File: src/rtl/sync_block_align_pkg.sv
package sync_block_align_pkg;

  // Strobes issued by the control path to the datapath each cycle.
  typedef struct packed {
    logic take;   // a qualified word is present: shift it into the window
    logic slip;   // move the candidate offset forward by one bit
    logic emit;   // publish the aligned block of this word
  } alignStrobe_t;

  typedef enum logic [0:0] {
    ST_HUNT = 1'b0,
    ST_LOCK = 1'b1
  } lockState_t;

endpackage

File: src/rtl/sba_datapath.sv
module sba_datapath
  import sync_block_align_pkg::*;
#(
  parameter int BLOCK_W = 66,
  localparam int OFS_W = $clog2(BLOCK_W),
  localparam int WIN_W = 2 * BLOCK_W
) (
  input  logic               clk,
  input  logic               rst,
  input  logic [BLOCK_W-1:0] inWord,
  input  alignStrobe_t       strobe,
  output logic               headerOk,
  output logic [OFS_W-1:0]   alignOffset,
  output logic               outValid,
  output logic [BLOCK_W-1:0] outBlock
);

  localparam logic [OFS_W-1:0] LAST_OFS = OFS_W'(BLOCK_W - 1);

  logic [BLOCK_W-1:0] prevWord;
  logic [WIN_W-1:0]   window;
  logic [BLOCK_W-1:0] candBlock;
  logic [OFS_W-1:0]   offsetNext;

  // Older word sits in the low half so that bit index follows arrival time.
  assign window = {inWord, prevWord};

  // One selector per block bit: bit b of the candidate comes from window
  // position alignOffset + b.
  for (genvar b = 0; b < BLOCK_W; b++) begin : g_sel
    logic [OFS_W:0] pos;
    assign pos = {1'b0, alignOffset} + (OFS_W + 1)'(b);
    assign candBlock[b] = window[pos];
  end

  // Framing pair is good when its two bits differ.
  assign headerOk = candBlock[0] ^ candBlock[1];

  always_comb begin
    offsetNext = alignOffset;
    if (strobe.slip) begin
      offsetNext = (alignOffset == LAST_OFS) ? '0 : alignOffset + 1'b1;
    end
  end

  always_ff @(posedge clk) begin
    if (rst) begin
      prevWord    <= '0;
      alignOffset <= '0;
      outValid    <= 1'b0;
      outBlock    <= '0;
    end else begin
      alignOffset <= offsetNext;
      outValid    <= strobe.emit;
      if (strobe.take) begin
        prevWord <= inWord;
      end
      if (strobe.emit) begin
        outBlock <= candBlock;
      end
    end
  end

endmodule

File: src/rtl/sba_control.sv
module sba_control
  import sync_block_align_pkg::*;
#(
  parameter int LOCK_CNT  = 64,
  parameter int BAD_LIMIT = 16,
  parameter int WIN_LEN   = 64,
  parameter int SETTLE    = 2,
  localparam int GOOD_W = (LOCK_CNT  < 2) ? 1 : $clog2(LOCK_CNT),
  localparam int BAD_W  = (BAD_LIMIT < 2) ? 1 : $clog2(BAD_LIMIT),
  localparam int WCNT_W = (WIN_LEN   < 2) ? 1 : $clog2(WIN_LEN),
  localparam int SET_W  = (SETTLE    < 1) ? 1 : $clog2(SETTLE + 1)
) (
  input  logic         clk,
  input  logic         rst,
  input  logic         inValid,
  input  logic         headerOk,
  output alignStrobe_t strobe,
  output logic         blockLock
);

  localparam logic [GOOD_W-1:0] GOOD_LAST = GOOD_W'(LOCK_CNT - 1);
  localparam logic [BAD_W-1:0]  BAD_LAST  = BAD_W'(BAD_LIMIT - 1);
  localparam logic [WCNT_W-1:0] WIN_LAST  = WCNT_W'(WIN_LEN - 1);

  lockState_t        state, stateNext;
  logic              primed, primedNext;
  logic [GOOD_W-1:0] goodCnt, goodNext;
  logic [BAD_W-1:0]  badCnt, badNext;
  logic [WCNT_W-1:0] winCnt, winNext;
  logic [SET_W-1:0]  settleCnt, settleNext;
  logic              settling;
  logic              judge;
  logic              slipReq;

  // Settle counter variant: with SETTLE of zero no pair is ever skipped.
  if (SETTLE > 0) begin : g_settle
    assign settling = (settleCnt != '0);
  end else begin : g_nosettle
    assign settling = 1'b0;
  end

  assign judge = inValid && primed && !settling;

  always_comb begin
    stateNext  = state;
    primedNext = primed;
    goodNext   = goodCnt;
    badNext    = badCnt;
    winNext    = winCnt;
    settleNext = settleCnt;
    slipReq    = 1'b0;

    if (inValid) begin
      primedNext = 1'b1;
      if (primed && settling) begin
        settleNext = settleCnt - 1'b1;
      end
    end

    if (judge) begin
      unique case (state)
        ST_HUNT: begin
          if (headerOk) begin
            if (goodCnt == GOOD_LAST) begin
              stateNext = ST_LOCK;
              goodNext  = '0;
              badNext   = '0;
              winNext   = '0;
            end else begin
              goodNext = goodCnt + 1'b1;
            end
          end else begin
            slipReq    = 1'b1;
            goodNext   = '0;
            settleNext = SET_W'(SETTLE);
          end
        end
        ST_LOCK: begin
          if (!headerOk && badCnt == BAD_LAST) begin
            stateNext  = ST_HUNT;
            slipReq    = 1'b1;
            goodNext   = '0;
            badNext    = '0;
            winNext    = '0;
            settleNext = SET_W'(SETTLE);
          end else if (winCnt == WIN_LAST) begin
            winNext = '0;
            badNext = '0;
          end else begin
            winNext = winCnt + 1'b1;
            if (!headerOk) begin
              badNext = badCnt + 1'b1;
            end
          end
        end
        default: stateNext = ST_HUNT;
      endcase
    end
  end

  always_comb begin
    strobe.take = inValid;
    strobe.slip = slipReq;
    strobe.emit = inValid && (stateNext == ST_LOCK);
  end

  assign blockLock = (state == ST_LOCK);

  always_ff @(posedge clk) begin
    if (rst) begin
      state     <= ST_HUNT;
      primed    <= 1'b0;
      goodCnt   <= '0;
      badCnt    <= '0;
      winCnt    <= '0;
      settleCnt <= '0;
    end else begin
      state     <= stateNext;
      primed    <= primedNext;
      goodCnt   <= goodNext;
      badCnt    <= badNext;
      winCnt    <= winNext;
      settleCnt <= settleNext;
    end
  end

endmodule

File: src/rtl/sync_block_align.sv
module sync_block_align
  import sync_block_align_pkg::*;
#(
  parameter int BLOCK_W   = 66,
  parameter int LOCK_CNT  = 64,
  parameter int BAD_LIMIT = 16,
  parameter int WIN_LEN   = 64,
  parameter int SETTLE    = 2,
  localparam int OFS_W = $clog2(BLOCK_W)
) (
  input  logic               clk,
  input  logic               rst,
  input  logic               inValid,
  input  logic [BLOCK_W-1:0] inWord,
  output logic               outValid,
  output logic [BLOCK_W-1:0] outBlock,
  output logic               blockLock,
  output logic [OFS_W-1:0]   alignOffset
);

  alignStrobe_t strobe;
  logic         headerOk;

  sba_control #(
    .LOCK_CNT (LOCK_CNT),
    .BAD_LIMIT(BAD_LIMIT),
    .WIN_LEN  (WIN_LEN),
    .SETTLE   (SETTLE)
  ) u_ctrl (
    .clk      (clk),
    .rst      (rst),
    .inValid  (inValid),
    .headerOk (headerOk),
    .strobe   (strobe),
    .blockLock(blockLock)
  );

  sba_datapath #(
    .BLOCK_W(BLOCK_W)
  ) u_dp (
    .clk        (clk),
    .rst        (rst),
    .inWord     (inWord),
    .strobe     (strobe),
    .headerOk   (headerOk),
    .alignOffset(alignOffset),
    .outValid   (outValid),
    .outBlock   (outBlock)
  );

endmodule

File: config.mk
export PLATFORM = sky130hd
export DESIGN_NAME = sync_block_align
export DESIGN_NICKNAME = d
export VERILOG_FILES = /design/src/rtl/sync_block_align_pkg.sv /design/src/rtl/sba_datapath.sv /design/src/rtl/sba_control.sv /design/src/rtl/sync_block_align.sv
export SDC_FILE = /design/constraint.sdc
export NUM_CORES = 1
export LEC_CHECK = 0
export BUFFER_PORTS_ARGS = -buffer_cell sky130_fd_sc_hd__buf_2
export CORE_MARGIN = 2
export CORE_UTILIZATION = 40
export DETAILED_ROUTE_END_ITERATION = 10
export GPL_TIMING_DRIVEN = 0
export PLACE_DENSITY = 0.59
export SLEW_MARGIN = 25
export SYNTH_ARGS = -nofsm -noshare
export SYNTH_HDL_FRONTEND = slang
export SYNTH_SLANG_ARGS = --single-unit
File: constraint.sdc
create_clock -name clk -period 6 [get_ports clk]
set_input_delay 0.9 -clock clk [delete_from_list [all_inputs] [get_ports clk]]
set_output_delay 0.9 -clock clk [all_outputs]
set_load 0.01 [all_outputs]
==> impl_metrics.yaml, run 1 <==
run_status:
  status: "complete, but fails checks"
  violations: "setup timing"
power_and_ir_drop:
  p_per_area_nw_per_um2: 164
  ir_drop_uv: 231
  leakage_nw: 8.94
finish:
  syn2layout_area_growth_pct: 11.5
  fill_cells: 5338
  seq_area_sq_um: 3210
  drive_gt1_share_pct: 27.3
  multi_input_area_sq_um: 17600
  finalNetCount: 2628
  final_core_util_pct: 45.3
  fin_cells: 3241
logic_synthesis:
  synth-edff-count: 0
  yosysWarnings: 0
  netlist_area_sq_um: 21900
  synth_ff_type: "dfxtp_1"
  syn_area_per_cell_sq_um: 9.26
  yosysUniqueCellTypes: 86
  synthArstFlopShare_pct: 0
  syn-num-nets: 2465
  syn_inst: 2367
  seq_area_frac_synth_pct: 14.6
  ys_seq_elements: 160
worst_setup_path:
  rr_endpoint: "u_dp.outBlock[56]"
  reg2reg_depth: 12
  cp-end-kind: "flop"
  cp_slowest_cell: "clkbuf_1"
  startpoint_type: "flop"
  r2r_start: "u_dp.alignOffset[5]"
  timing_worst_setup_path_type: "flop to flop"
  cp.arrival_ns: 6.38
  slowest_delay_ns: 0.88
  rrSetupSlack_ns: -0.05
  crit_fanout: 12
  cp_cell_sequence: "clkinv_1, buf_2, clkbuf_1, clkbuf_2, ha_1, nor2b_1, xnor2_1, mux4_2, nand2_1, o31ai_1, a22oi_1, a211oi_2"
  worstPathRequired_ns: 6.33
timing:
  setup_ws_ns: -0.0452
  slew_viol_final: 0
  max_freq_mhz: 165
  worstMarginPinSlew_ns: 1.20
  finalCritPeriodShare_pct: 101
  slew_headroom_pct: 20.3
  setup_viol: 2
  finalHoldViolCount: 0
  min_period_ns: 6.05
  fin_skew_ns: 0.0191
  grt_setup_unrepaired: "false"
drt:
  maxUsedRoutingLayer: "met5"
  drc: 0
  drt-vias-per-instance: 7.13
  drt_iter0_markers: 3635
  antenna_left: 0
  wl_per_cell_microns: 36.7
  drt-total-wl_mm: 119
  wl_met2_mm: 50.1
  drt-met1-wl_mm: 46.3
  drtPass1Iterations: 6
  num_vias: 23100
  routed-wl-met3_mm: 13.6
die:
  fp.dieArea_sq_um: 56700
  die_x_microns: 238
  io_pins: 144
  fp.coreArea_sq_um: 54000
  die_y_microns: 238
  rows: 85
  initial_utilization_pct: 40.6
clock_tree:
  postCtsHoldBufs: 0
  clk_path_buf_depth: 2
  cts_tree: "done"
  insertion_delay_ns: 0.51
  root_buffer: "clkbuf_16"
  clk_pin_slew_ns: 0.07
  cts_buffers: 17
  cts_sinks: 160
  htreeDepth: 4
global_routing:
  antenna_found_initial: 5
  grt_pass1_vias: 21100
  grt_use_total_pct: 41.5
  grt.overflow.total: 0
  grt_pass1_wl_mm: 165
  grt_max_degree: 20
run:
  drv_cap: 0
min_path:
  worstHoldPathCells: 2
  min_from: "u_dp.outBlock[63]"
  hp-class: "flop to flop"
  hold_end: "u_dp.outBlock[63]"
placed_design:
  pre_cts_ws_ns: -1.20
  post-dp-hpwl_mm: 94.9
  io_buffers: 143
  dp.cells: 3209
  globalplace.congestion: 1.11
## per-layer routing
metal  global-route usage, %  up-vias
li1                        -     9435
met1                    54.4    11500
met2                    61.6     1787
met3                    10.5      421
met4                    25.2        4
met5                       0        -
## registers in the layout, indices dropped and copies added (netlist names)
register	count
u_ctrl.badCnt	4
u_ctrl.blockLock	1
u_ctrl.goodCnt	6
u_ctrl.primed	1
u_ctrl.settleCnt	2
u_ctrl.winCnt	6
u_dp.alignOffset	7
u_dp.outBlock	66
u_dp.outValid	1
u_dp.prevWord	66
## cell families (layout without fill, tap and decap cells)
kind of cell,after synthesis,in the layout,share of synthesized area (%)
compound gates,486,486,15.5
flops,160,160,14.6
buf+inv,247,422,5.67
simple gates,710,710,14.6
other cells,0,3,0
mux,613,613,43.0
xor+xnor,122,122,4.98
fa+ha+maj,29,29,1.65
## worst max-delay path, delay by kind of cell (launching register included)
kind	cells	cell delay, ns
xor+xnor	1	0.30
flops	1	0.45
compound gates	3	0.73
fa+ha+maj	1	0.64
mux	1	0.55
simple gates	2	0.84
buf+inv	4	2.34
## power breakdown
part           total (mW)  internal, mW  switching, mW
sequential           1.16          1.09         0.0693
clock                1.16         0.632          0.527
combinational        1.68         0.659           1.02
## Yosys cell counts, types with 12 or more instances
library cell / number / area share (%)
nor2_1: 265 / 4.5
clkbuf_1: 92 / 1.6
dfxtp_1: 160 / 15
o21ai_0: 72 / 1.6
mux4_2: 256 / 26
nand2b_1: 17 / 0.48
xnor2_1: 113 / 4.5
nor4_1: 12 / 0.34
o31ai_1: 15 / 0.51
inv_1: 41 / 0.70
buf_1: 28 / 0.48
nor2b_1: 21 / 0.60
nor3_1: 53 / 1.2
mux2_2: 70 / 3.6
nor3b_1: 15 / 0.51
and2_1: 16 / 0.46
a21oi_1: 151 / 3.4
a211oi_1: 16 / 0.55
o211ai_1: 16 / 0.55
nand2_1: 206 / 3.5
ha_1: 29 / 1.7
mux2i_1: 287 / 13
nand4_1: 14 / 0.40
o221ai_1: 14 / 0.56
nand3_1: 52 / 1.2
a2111oi_0: 12 / 0.48
buf_6: 18 / 0.92
buf_4: 26 / 0.89
buf_2: 35 / 0.80
a31oi_1: 38 / 1.1
a211oi_2: 35 / 2.0
## layout make-up
| type | instances | share of cell area [%] |
|---|---|---|
| multi-input combinational | 1960 | 72.1 |
| sequential | 160 | 13.1 |
| buffer | 194 | 4.84 |
| tap | 696 | 3.56 |
| timing repair buffer | 152 | 3.23 |
| clock buffer | 19 | 1.85 |
| inverter | 45 | 0.706 |
| clock inverter | 12 | 0.542 |
| antenna | 3 | 0.0307 |
## timing repair
item                       CTS  global route
gates resized for setup     54            15
setup endpoints to repair   93            69
setup buffers                5             1
pin swaps                    4             5
## worst max-delay path by stage
| stage | start | end | slack (ns) | depth (start not counted) |
|---|---|---|---|---|
| 3_5_place_dp | u_dp.alignOffset[0] | u_dp.outBlock[51] | -1.20 | 22 |
| 2_1_floorplan | u_dp.alignOffset[0] | u_dp.outBlock[35] | 0.91 | 23 |
| 3_3_place_gp | u_dp.alignOffset[0] | u_dp.outBlock[37] | -1.43 | 24 |
| 6_report | u_dp.alignOffset[5] | u_dp.outBlock[56] | -0.05 | 12 |
| 5_1_grt | u_dp.alignOffset[0] | u_dp.outBlock[34] | 0.02 | 22 |
| 4_1_cts | u_dp.alignOffset[2] | u_dp.outBlock[53] | 0.01 | 14 |
## cell usage in the layout (no fill, tap or decap), types with 9 or more instances in the layout
master	count
xnor2_2	9
nor4_1	12
xnor2_1	107
mux2_2	70
o22ai_1	11
a221oi_1	9
nor2b_1	21
nand2_1	206
o211ai_1	16
mux4_2	256
clkbuf_2	9
nand3_1	51
o21ai_0	69
a211oi_1	15
o311ai_0	9
a211oi_2	36
inv_1	40
buf_4	28
dfxtp_1	158
mux2i_1	280
ha_1	29
and2_1	16
o31ai_1	14
nor3_1	53
a21oi_1	151
o221ai_1	14
clkbuf_1	76
nor2_1	265
a21o_1	10
buf_6	22
buf_12	10
a31oi_1	36
nand4_1	14
buf_1	24
clkbuf_16	17
buf_2	175
nand2b_1	17
nor3b_1	15
a2111oi_0	12
## stage by stage
step / hold slack, ns / power [mW] / TNS, ns / cell area [sq um]
final: 0.472 / 4.00 / -0.0460 / 24500
after global routing: 0.493 / 4.09 / 0 / 24500
after CTS: 0.474 / 3.92 / 0 / 24400
after detailed placement: 0.466 / 2.74 / -69.90 / 23600
after global placement: 0.451 / 2.72 / -72.64 / 23500
after floorplan: 0.453 / 2.14 / 0 / 21900
(Power assumes the default switching activity.)
==> run 2: changes to the inputs <==
CELL_PAD_IN_SITES_DETAIL_PLACEMENT = 0   (was not set)
CELL_PAD_IN_SITES_GLOBAL_PLACEMENT = 1   (was not set)
PLACE_DENSITY = 0.71   (was 0.59)
==> run 2 against run 1 <==
Compared with the run above: flip-flop and latch count stayed put; the run still ends with setup timing left; count of clock-buffer cells in the layout shrank 2; critical path type unchanged; combinational power is 2% lower; design area fell by 0.16%; highest routed layer unchanged; fmax barely moved; non-clock buffer count down 2.
==> impl_metrics.yaml, run 2 (synthesis gave the netlist of run 1 again) <==
run_status:
  status: "complete, but fails checks"
  violations: "setup timing"
min_path:
  worstHoldPathCells: 2
  hp-class: "flop to flop"
  min_from: "u_dp.outBlock[23]"
  hold_end: "u_dp.outBlock[23]"
finish:
  finalNetCount: 2626
  multi_input_area_sq_um: 17600
  fin_cells: 3238
  reg_top3: "u_dp.outBlock (66), u_dp.prevWord (66), u_dp.alignOffset (7)"
  seq_area_sq_um: 3210
  drive_gt1_share_pct: 26.8
  fill_cells: 5381
  fin_area_sq_um: 24400
  syn2layout_area_growth_pct: 11.4
  mostFrequentLayoutCell: "mux2i_1"
  layout_common_cells: "mux2i_1 (284), nor2_1 (265), mux4_2 (256), nand2_1 (206), buf_2 (174)"
worst_setup_path:
  r2r_start: "u_dp.alignOffset[5]"
  worstPathBufferInverterCount: 5
  slowest_delay_ns: 0.90
  crit_start: "u_dp.alignOffset[5]"
  startpoint_type: "flop"
  cp-end-kind: "flop"
  critical_path.top_delay_family: "buffers and inverters"
  rr_endpoint: "u_dp.outBlock[7]"
  timing_worst_setup_path_type: "flop to flop"
  cp.arrival_ns: 6.48
  crit_fanout: 10
  critical_path.most_common_cell: "clkbuf_1"
  rrSetupSlack_ns: -0.05
  cp_cell_sequence: "clkbuf_1, buf_1, clkbuf_1, clkbuf_1, clkbuf_1, nand2_1, nor3_1, a21oi_1, a211oi_2"
  worstPathRequired_ns: 6.43
  reg2reg_depth: 9
  cp_slowest_cell: "buf_1"
clock_tree:
  clk_path_buf_depth: 2
  cts_tree: "done"
  clk_pin_slew_ns: 0.08
  htreeDepth: 4
  insertion_delay_ns: 0.53
  cts_sinks: 160
  cts_buffers: 17
  root_buffer: "clkbuf_16"
timing:
  slew_headroom_pct: 18.1
  fin_skew_ns: 0.0203
  max_freq_mhz: 165
  tns_ns: -0.122
  slew_viol_final: 0
  finalCritPeriodShare_pct: 101
  grt_setup_unrepaired: "false"
  setup_viol: 3
  worstMarginPinSlew_ns: 1.23
  setup_ws_ns: -0.0469
  finalHoldViolCount: 0
  whs_ns: 0.456
  min_period_ns: 6.05
global_routing:
  grt_max_degree: 21
  grt_pass1_wl_mm: 166
  antenna_found_initial: 5
  grt.overflow.total: 0
  grt_pass1_vias: 21200
  grt_use_total_pct: 41.9
power_and_ir_drop:
  combPwrFrac_pct: 40.5
  leakage_nw: 8.94
  p_seq_share_pct: 28.8
  ir_drop_uv: 237
  clkPwrFrac_pct: 30.7
  internal-power_mw: 2.35
  sw_frac_of_total_pct: 42.0
  p_sw_mw: 1.70
  p_per_area_nw_per_um2: 166
placed_design:
  io_buffers: 143
  globalplace.congestion: 1.11
  placed_area_sq_um: 23600
  post-dp-hpwl_mm: 95.3
  pre_cts_ws_ns: -1.44
  dp.cells: 3206
die:
  fp.dieArea_sq_um: 56700
  io_pins: 144
  initial_utilization_pct: 40.6
  rows: 85
  fp.coreArea_sq_um: 54000
  die_x_microns: 238
  die_y_microns: 238
drt:
  drt-total-wl_mm: 120
  drt-vias-per-instance: 7.17
  antenna_left: 0
  drtPass1Iterations: 6
  wl_per_cell_microns: 36.9
  num_vias: 23200
  drt_iter0_markers: 3333
  drc: 0
run:
  drv_cap: 0
[run 2: changes by cell type in the layout (fill, tap and decap cells not counted), moves of 4 or more]
cell and delta:
buf_6 -4, clkinv_8 +8, mux2i_1 +4, buf_8 +4
[run 2: timing repair]
item	4_1_cts	5_1_grt
pin swaps	1	2
buffers inserted	1	7
hold buffers	0	0
setup endpoints to repair	93	57
gates resized for setup	49	8
[run 2: per-layer routing]
| metal | up-vias | track usage [%] | routed length [microns] |
|---|---|---|---|
| li1 | 9438 | - | - |
| met1 | 11500 | 55.4 | 46300 |
| met2 | 1848 | 61.4 | 49900 |
| met3 | 418 | 10.4 | 14000 |
| met4 | 6 | 26.4 | 9330 |
| met5 | - | 0 | 41 |
[run 2: final cells by class]
class	instances	area share [%]
plain buffers	193	4.75
diodes	1	0.0102
repair buffers	151	3.18
multi-input cells	1960	71.9
well taps	696	3.57
clock buffers	17	1.74
clock inverters	15	0.953
flip-flops and latches	160	13.1
inverters	45	0.707
[run 2: power by group through the flow]
stage	Sequential (mW)	Combinational, mW	Clock, mW
after floorplan	1.14	0.996	0
after global placement	1.18	1.53	0
after detailed placement	1.18	1.54	0
after CTS	1.16	1.56	1.27
after global routing	1.16	1.68	1.30
final	1.17	1.64	1.24
[run 2: worst max path at each step]
stage	end	depth (start not counted)	slack [ns]
2_1_floorplan	u_dp.outBlock[35]	23	0.91
3_3_place_gp	u_dp.outBlock[23]	21	-1.42
3_5_place_dp	u_dp.outBlock[23]	23	-1.44
4_1_cts	u_dp.outBlock[23]	20	-0.02
5_1_grt	u_dp.outBlock[46]	13	0.005
6_report	u_dp.outBlock[7]	9	-0.05
[run 2: worst register-to-register path, delay by kind of cell (launching register included)]
kind | cells | cell delay, ns
simple gates | 2 | 0.87
compound gates | 2 | 0.49
flops | 1 | 0.66
buf+inv | 5 | 3.93
[run 2: metrics by stage]
step	total power [mW]	utilization (%)
final	4.05	45.2
after global routing	4.15	45.2
after detailed placement	2.72	43.6
after CTS	3.99	45.1
after global placement	2.71	43.5
after floorplan	2.14	-
